$ cat src/rtl/pds_pkg.sv
package pds_pkg;

    localparam int WAIT_W = 4;
    localparam int REG_W  = 32;

    // control word bit positions
    localparam int CTL_COLLAPSE = 0;
    localparam int CTL_HWTRIG   = 1;
    localparam int CTL_OVR      = 2;
    localparam int CTL_WCLK_LSB = 12;
    localparam int CTL_WFEW_LSB = 16;
    localparam int CTL_WRST_LSB = 20;
    localparam int CTL_STATUS   = 31;

    // config word bit positions
    localparam int CFG_RPER = 13;
    localparam int CFG_RMEM = 14;
    localparam int CFG_DN   = 15;
    localparam int CFG_UP   = 16;

    typedef enum logic [3:0] {
        ST_ON,
        ST_DN_START,
        ST_DN_CLKOFF,
        ST_DN_OPEN,
        ST_OFF,
        ST_UP_START,
        ST_UP_RST,
        ST_UP_FEW,
        ST_UP_REST
    } pds_state_e;

    typedef struct packed {
        logic              collapse;
        logic              hw_trig;
        logic              ovr;
        logic [WAIT_W-1:0] w_rest;
        logic [WAIT_W-1:0] w_few;
        logic [WAIT_W-1:0] w_clk;
    } pds_ctrl_t;

endpackage

$ cat src/rtl/pds_regs.sv
module pds_regs
    import pds_pkg::*;
#(
    parameter int ADDR_W   = 3,
    parameter int CTL_ADDR = 0,
    parameter int CFG_ADDR = 4
) (
    input  logic              clk,
    input  logic              rst_n,
    input  logic              we,
    input  logic [ADDR_W-1:0] addr,
    input  logic [REG_W-1:0]  wdata,
    input  logic              pwr_on,
    input  logic              up_done,
    input  logic              dn_done,
    output pds_ctrl_t         ctrl,
    output logic              ret_mem,
    output logic              ret_per,
    output logic [REG_W-1:0]  rdata
);

    logic sel_ctl;
    logic sel_cfg;
    logic unused_wbits;

    assign sel_ctl = (addr == ADDR_W'(CTL_ADDR));
    assign sel_cfg = (addr == ADDR_W'(CFG_ADDR));
    assign unused_wbits = ^{wdata[31:24], wdata[11:3], wdata[12+:1] & 1'b0};

    always_ff @(posedge clk or negedge rst_n) begin
        if (!rst_n) begin
            ctrl    <= '0;
            ret_mem <= 1'b0;
            ret_per <= 1'b0;
        end else if (we) begin
            if (sel_ctl) begin
                ctrl.collapse <= wdata[CTL_COLLAPSE];
                ctrl.hw_trig  <= wdata[CTL_HWTRIG];
                ctrl.ovr      <= wdata[CTL_OVR];
                ctrl.w_rest   <= wdata[CTL_WRST_LSB +: WAIT_W];
                ctrl.w_few    <= wdata[CTL_WFEW_LSB +: WAIT_W];
                ctrl.w_clk    <= wdata[CTL_WCLK_LSB +: WAIT_W];
            end
            if (sel_cfg) begin
                ret_mem <= wdata[CFG_RMEM];
                ret_per <= wdata[CFG_RPER];
            end
        end
    end

    always_comb begin
        rdata = '0;
        if (sel_ctl) begin
            rdata[CTL_COLLAPSE]              = ctrl.collapse;
            rdata[CTL_HWTRIG]                = ctrl.hw_trig;
            rdata[CTL_OVR]                   = ctrl.ovr;
            rdata[CTL_WRST_LSB +: WAIT_W]    = ctrl.w_rest;
            rdata[CTL_WFEW_LSB +: WAIT_W]    = ctrl.w_few;
            rdata[CTL_WCLK_LSB +: WAIT_W]    = ctrl.w_clk;
            rdata[CTL_STATUS]                = pwr_on;
        end else if (sel_cfg) begin
            rdata[CFG_UP]   = up_done;
            rdata[CFG_DN]   = dn_done;
            rdata[CFG_RMEM] = ret_mem;
            rdata[CFG_RPER] = ret_per;
        end
    end

endmodule

$ cat src/rtl/pds_timer.sv
module pds_timer #(
    parameter int CNT_W = 15
) (
    input  logic             clk,
    input  logic             rst_n,
    input  logic             load,
    input  logic [CNT_W-1:0] load_val,
    output logic             done
);

    logic [CNT_W-1:0] cnt_q;

    always_ff @(posedge clk or negedge rst_n) begin
        if (!rst_n) begin
            cnt_q <= '0;
        end else if (load) begin
            cnt_q <= load_val;
        end else if (cnt_q != '0) begin
            cnt_q <= cnt_q - 1'b1;
        end
    end

    assign done = (cnt_q == '0);

endmodule

$ cat src/rtl/pds_fsm.sv
module pds_fsm
    import pds_pkg::*;
#(
    parameter int START_LAT = 8,
    parameter int CNT_W     = 15
) (
    input  logic             clk,
    input  logic             rst_n,
    input  pds_ctrl_t        ctrl,
    input  logic             hw_req,
    input  logic             tmr_done,
    output logic             tmr_load,
    output logic [CNT_W-1:0] tmr_val,
    output logic             dom_clk_en,
    output logic             sw_few_en,
    output logic             sw_rest_en,
    output logic             iso_clamp,
    output logic             aon_rst,
    output logic             up_done,
    output logic             dn_done,
    output logic             pwr_on
);

    localparam logic [CNT_W-1:0] LAT_M1 = CNT_W'(START_LAT - 1);

    pds_state_e state_q;
    pds_state_e state_d;
    logic       want_off;

    // a wait of 2^n cycles loads n ones into the down counter
    function automatic logic [CNT_W-1:0] wait_m1(input logic [WAIT_W-1:0] n);
        logic [CNT_W-1:0] m;
        for (int i = 0; i < CNT_W; i++) begin
            m[i] = (i < int'(n));
        end
        return m;
    endfunction

    assign want_off = ctrl.hw_trig ? !hw_req : ctrl.collapse;

    always_comb begin
        state_d  = state_q;
        tmr_load = 1'b0;
        tmr_val  = '0;
        unique case (state_q)
            ST_ON: begin
                if (!ctrl.ovr && want_off) begin
                    state_d  = ST_DN_START;
                    tmr_load = 1'b1;
                    tmr_val  = LAT_M1;
                end
            end
            ST_DN_START: begin
                if (tmr_done) begin
                    state_d  = ST_DN_CLKOFF;
                    tmr_load = 1'b1;
                    tmr_val  = wait_m1(ctrl.w_clk);
                end
            end
            ST_DN_CLKOFF: begin
                if (tmr_done) begin
                    state_d = ST_DN_OPEN;
                end
            end
            ST_DN_OPEN: begin
                state_d = ST_OFF;
            end
            ST_OFF: begin
                if (!ctrl.ovr && !want_off) begin
                    state_d  = ST_UP_START;
                    tmr_load = 1'b1;
                    tmr_val  = LAT_M1;
                end
            end
            ST_UP_START: begin
                if (tmr_done) begin
                    state_d = ST_UP_RST;
                end
            end
            ST_UP_RST: begin
                state_d  = ST_UP_FEW;
                tmr_load = 1'b1;
                tmr_val  = wait_m1(ctrl.w_few);
            end
            ST_UP_FEW: begin
                if (tmr_done) begin
                    state_d  = ST_UP_REST;
                    tmr_load = 1'b1;
                    tmr_val  = wait_m1(ctrl.w_rest);
                end
            end
            ST_UP_REST: begin
                if (tmr_done) begin
                    state_d = ST_ON;
                end
            end
            default: state_d = ST_ON;
        endcase
    end

    // state register and status bit that only moves in stable states
    always_ff @(posedge clk or negedge rst_n) begin
        if (!rst_n) begin
            state_q <= ST_ON;
            pwr_on  <= 1'b1;
        end else begin
            state_q <= state_d;
            if (state_d == ST_ON) begin
                pwr_on <= 1'b1;
            end else if (state_d == ST_OFF) begin
                pwr_on <= 1'b0;
            end
        end
    end

    always_comb begin
        dom_clk_en = 1'b0;
        sw_few_en  = 1'b0;
        sw_rest_en = 1'b0;
        iso_clamp  = 1'b0;
        aon_rst    = 1'b0;
        up_done    = 1'b0;
        dn_done    = 1'b0;
        unique case (state_q)
            ST_ON: begin
                dom_clk_en = 1'b1;
                sw_few_en  = 1'b1;
                sw_rest_en = 1'b1;
                up_done    = 1'b1;
            end
            ST_DN_START: begin
                dom_clk_en = 1'b1;
                sw_few_en  = 1'b1;
                sw_rest_en = 1'b1;
            end
            ST_DN_CLKOFF: begin
                sw_few_en  = 1'b1;
                sw_rest_en = 1'b1;
            end
            ST_DN_OPEN: begin
            end
            ST_OFF: begin
                iso_clamp = 1'b1;
                dn_done   = 1'b1;
            end
            ST_UP_START: begin
                iso_clamp = 1'b1;
            end
            ST_UP_RST: begin
                iso_clamp = 1'b1;
                aon_rst   = 1'b1;
            end
            ST_UP_FEW: begin
                sw_few_en = 1'b1;
            end
            ST_UP_REST: begin
                sw_few_en  = 1'b1;
                sw_rest_en = 1'b1;
            end
            default: begin
            end
        endcase
    end

endmodule

$ cat src/rtl/pd_switch_seq.sv
module pd_switch_seq
    import pds_pkg::*;
#(
    parameter int START_LAT = 8,
    parameter int ADDR_W    = 3
) (
    input  logic              clk,
    input  logic              rst_n,
    input  logic              reg_we,
    input  logic [ADDR_W-1:0] reg_addr,
    input  logic [31:0]       reg_wdata,
    output logic [31:0]       reg_rdata,
    input  logic              hw_req,
    output logic              dom_clk_en,
    output logic              sw_few_en,
    output logic              sw_rest_en,
    output logic              iso_clamp,
    output logic              aon_rst,
    output logic              ret_mem,
    output logic              ret_periph
);

    localparam int WAIT_BITS = (1 << WAIT_W) - 1;
    localparam int LAT_BITS  = $clog2(START_LAT + 1);
    localparam int CNT_W     = (WAIT_BITS > LAT_BITS) ? WAIT_BITS : LAT_BITS;

    pds_ctrl_t        ctrl;
    logic             up_done;
    logic             dn_done;
    logic             pwr_on;
    logic             tmr_load;
    logic             tmr_done;
    logic [CNT_W-1:0] tmr_val;

    pds_regs #(
        .ADDR_W   (ADDR_W),
        .CTL_ADDR (0),
        .CFG_ADDR (4)
    ) u_regs (
        .clk     (clk),
        .rst_n   (rst_n),
        .we      (reg_we),
        .addr    (reg_addr),
        .wdata   (reg_wdata),
        .pwr_on  (pwr_on),
        .up_done (up_done),
        .dn_done (dn_done),
        .ctrl    (ctrl),
        .ret_mem (ret_mem),
        .ret_per (ret_periph),
        .rdata   (reg_rdata)
    );

    pds_timer #(
        .CNT_W (CNT_W)
    ) u_timer (
        .clk      (clk),
        .rst_n    (rst_n),
        .load     (tmr_load),
        .load_val (tmr_val),
        .done     (tmr_done)
    );

    pds_fsm #(
        .START_LAT (START_LAT),
        .CNT_W     (CNT_W)
    ) u_fsm (
        .clk        (clk),
        .rst_n      (rst_n),
        .ctrl       (ctrl),
        .hw_req     (hw_req),
        .tmr_done   (tmr_done),
        .tmr_load   (tmr_load),
        .tmr_val    (tmr_val),
        .dom_clk_en (dom_clk_en),
        .sw_few_en  (sw_few_en),
        .sw_rest_en (sw_rest_en),
        .iso_clamp  (iso_clamp),
        .aon_rst    (aon_rst),
        .up_done    (up_done),
        .dn_done    (dn_done),
        .pwr_on     (pwr_on)
    );

endmodule

$ cat config.mk
export PLATFORM = sky130hd
export DESIGN_NAME = pd_switch_seq
export DESIGN_NICKNAME = d
export VERILOG_FILES = /design/src/rtl/pds_pkg.sv /design/src/rtl/pds_regs.sv /design/src/rtl/pds_timer.sv /design/src/rtl/pds_fsm.sv /design/src/rtl/pd_switch_seq.sv
export SDC_FILE = /design/constraint.sdc
export NUM_CORES = 1
export LEC_CHECK = 0
export BUFFER_PORTS_ARGS = -buffer_cell sky130_fd_sc_hd__buf_2
export CORE_UTILIZATION = 53
export DETAILED_ROUTE_END_ITERATION = 8
export PLACE_DENSITY = 0.8
export RECOVER_POWER = 25
export REMOVE_ABC_BUFFERS = 1
export SKIP_LAST_GASP = 1
export SLEW_MARGIN = 20
export SYNTH_ARGS = -nofsm -noshare
export SYNTH_HDL_FRONTEND = slang
export SYNTH_SLANG_ARGS = --single-unit
export TNS_END_PERCENT = 30
$ cat constraint.sdc
create_clock -name clk -period 2.4 [get_ports clk]
set_input_delay 0.36 -clock clk [delete_from_list [all_inputs] [get_ports clk]]
set_output_delay 0.36 -clock clk [all_outputs]
set_load 0.01 [all_outputs]
==> reports/results.ini <==
[power_and_ir_drop]
p_int_mw=1.12
power_density_nw_per_um2=534
combPwrFrac_pct=16.4
swShare_pct=30.9
switching_power_mw=0.502
p_seq_share_pct=51.7
pwr-share-clk_pct=31.9
p_leak_nw=1.26
ir_worst_vdd_v=0.000403

[die]
io_pins=78
core-area_um2=4850
die_w_um=73.8
die_y_um=73.8
die_area_um2=5440
start_util_pct=56.3
core.rowCount=25

[finish]
layout-drive-gt1-share_pct=26.9
seq_area_um2=927
final_common_cell=buf_2
mostFrequentLayoutCells=buf_2, dfrtp_1, nor2_1
multi_input_area_um2=1610
fin_area_um2=3040
nets=390
fin_util_pct=62.7
antenna_cells=0
n_fill_cell=397
syn2layout_area_growth_pct=11.4

[route]
num_vias=2474
m1WireLength_um=3010
firstDrtPassIters=4
wl_met2_um=3120
wirelength_um=6770
drt_iter0_markers=161
viasPerCell=5.95
top_layer=met4
met3_length_um=458
wl_per_cell_um=16.3
postRouteAntennaNets=0
drc=0

[yosys]
ys_seq_elements=37
synthMuxAreaShare_pct=8.07
synth_compound_area_share_pct=16.4
yosysSeqAreaShare_pct=34.0
synth_xor_area_share_pct=4.17
synth_edf_count=0
async_flop_share_pct=100
synth_ff_type=dfrtp_1
synthSimpleGateAreaFrac_pct=27.0
synth_fa_ha_area_share_pct=1.28
synth_area_per_cell_um2=8.72
synth_area_um2=2730
synth_top_family_by_area=simple AND/OR/NAND/NOR gates
yosys_warnings=0
netlist_instances=313
synth.distinct_cells=65

[grt]
grt_start_max_net_pins=38
grt_usage_pct=27.8
overflow=0
grt_pass1_wl_um=11300
grt_pass1_vias=2307
antenna_found_initial=0

[sta]
hold_viol_final=0
drv_slew=38
fmax_mhz=451
fin_crit_ps=2220
maxSlewHeadroom_pct=-29.5
fin_skew_ps=7.55
tightest_slew_ps=1940
timing.final.ws_setup_ps=183
rsz0062_at_grt=no
finalCritPeriodShare_pct=92.4
finalSetupViolCount=0
final.setup.tns_ps=0

[setup_path]
cp_max_fo=10
required_ps=2560
r2r_end=u_timer.cnt_q[0]
cp-end-kind=flop
crit_start=u_timer.cnt_q[0]
worstSetupEndpoint=u_timer.cnt_q[0]
reg2regPathDepth=8
crit_arrival_ps=2370
critPathKind=flop to flop
ff2ff_setup_slack_ps=180
reg2reg_from=u_timer.cnt_q[0]
worst_setup_path_start_kind=flop

[clock_tree]
hold_buffers=0
cts.htree.levels=2
cts_buffers=5
cts_max_path_buffers=2
clock-sinks=37
tritoncts=done
clk_pin_slew_ps=70
insertion_delay_ps=290
post_cts_buffers=0
ctsResizeCount=0
cts-root-buf=clkbuf_8

[min_path]
hold_class=primary input to flop
hold_start=reg_wdata[18]

[status]
outcome=finished, violations left
violations=max-capacitance violations, max-slew violations

[placement]
gp_congestion=0.989
io_buffers=44
dp_hpwl_um=4870
dp_slack_ps=219
placedInstanceArea_um2=2940

[job]
max_cap_viol_count=1

-- stage by stage --
stage          total power [mW]  instances  hold WS [ps]
6_report                   1.62        416           278
5_1_grt                    1.70        416           293
4_1_cts                    1.62        416           188
3_5_place_dp               1.11        409           491
3_3_place_gp               1.10        409           490
2_1_floorplan             0.982        288          64.4
-- per-layer routing --
metal | track usage (%) | up-vias
met2 | 41.8 | 125
met5 | 0 | -
met1 | 37.9 | 1148
met4 | 14.3 | 0
li1 | - | 1184
met3 | 5.49 | 17
-- layout make-up --
class	count	area share, %
Clock buffer	5	2.26
Clock inverter	2	1.15
Inverter	5	0.617
Multi-Input combinational cell	246	53.0
Sequential cell	37	30.5
Tap cell	67	2.76
Timing Repair Buffer	54	9.67
-- synthesized netlist by cell type, drive strengths merged, types with 2 or more instances --
| master | number | area share [%] |
|---|---|---|
| dfrtp | 36 | 33 |
| nor2 | 32 | 4.4 |
| buf | 21 | 5.7 |
| clkbuf | 19 | 2.6 |
| nand2 | 17 | 2.3 |
| o21ai | 17 | 3.1 |
| mux2 | 16 | 6.6 |
| a21oi | 14 | 2.6 |
| and2 | 13 | 3.0 |
| nor3 | 13 | 2.7 |
| nand3 | 11 | 2.2 |
| nor4 | 10 | 3.5 |
| xnor2 | 7 | 2.2 |
| or3 | 6 | 1.4 |
| xor2 | 6 | 1.9 |
| inv | 5 | 0.69 |
| a211oi | 4 | 1.1 |
| a31oi | 4 | 0.92 |
| mux2i | 4 | 1.5 |
| nand4 | 4 | 1.1 |
| a22oi | 3 | 0.82 |
| a311oi | 3 | 0.96 |
| and3 | 3 | 0.87 |
| nand3b | 3 | 0.96 |
| nor2b | 3 | 0.78 |
| o211ai | 3 | 0.82 |
| o21a | 3 | 0.82 |
| o22ai | 3 | 0.69 |
| or4 | 3 | 0.96 |
| a221oi | 2 | 0.64 |
| ha | 2 | 0.92 |
| o2111ai | 2 | 0.64 |
| or2 | 2 | 0.46 |
-- kinds of logic (layout without fill, tap and decap cells) --
kind of cell	after synthesis	count (layout)
buf+inv	45	66
other cells	1	16
compound gates	68	68
mux	20	20
xor+xnor	13	13
simple gates	126	126
fa+ha+maj	3	3
flops	37	37
-- power by group through the flow --
stage                     clock network (mW)  logic [mW]  registers [mW]
after detailed placement                   0       0.263           0.843
after CTS                              0.525       0.266           0.833
after global routing                   0.550       0.298           0.852
after global placement                     0       0.258           0.843
after floorplan                            0       0.185           0.797
final                                  0.519       0.266           0.840
-- registers in the layout (all words and copies together) (netlist names) --
signal and count:
u_fsm.pwr_on 1, u_fsm.state_q 4, u_regs.ctrl 15, u_regs.ret_mem 1
u_regs.ret_per 1, u_timer.cnt_q 15
-- worst min-delay path by stage --
stage | slack, ps | endpoint | cells after the start
detailed placement | 490 | u_fsm.pwr_on | 2
global placement | 490 | u_timer.cnt_q[11] | 1
CTS | 190 | u_regs.ctrl[9] | 1
floorplan | 60 | u_fsm.state_q[0] | 0
finish | 280 | u_regs.ctrl[6] | 3
global route | 290 | u_regs.ctrl[5] | 2
-- critical path: stages, from the launching register on --
cell     delay [ps]
dfrtp_1         420
inv_1            80
ha_1            200
nor4b_2         160
and4_1          340
buf_4           210
nand3_2         110
a21oi_1          50
or4_1           510
No activity file was read; power rests on OpenSTA's default activity.
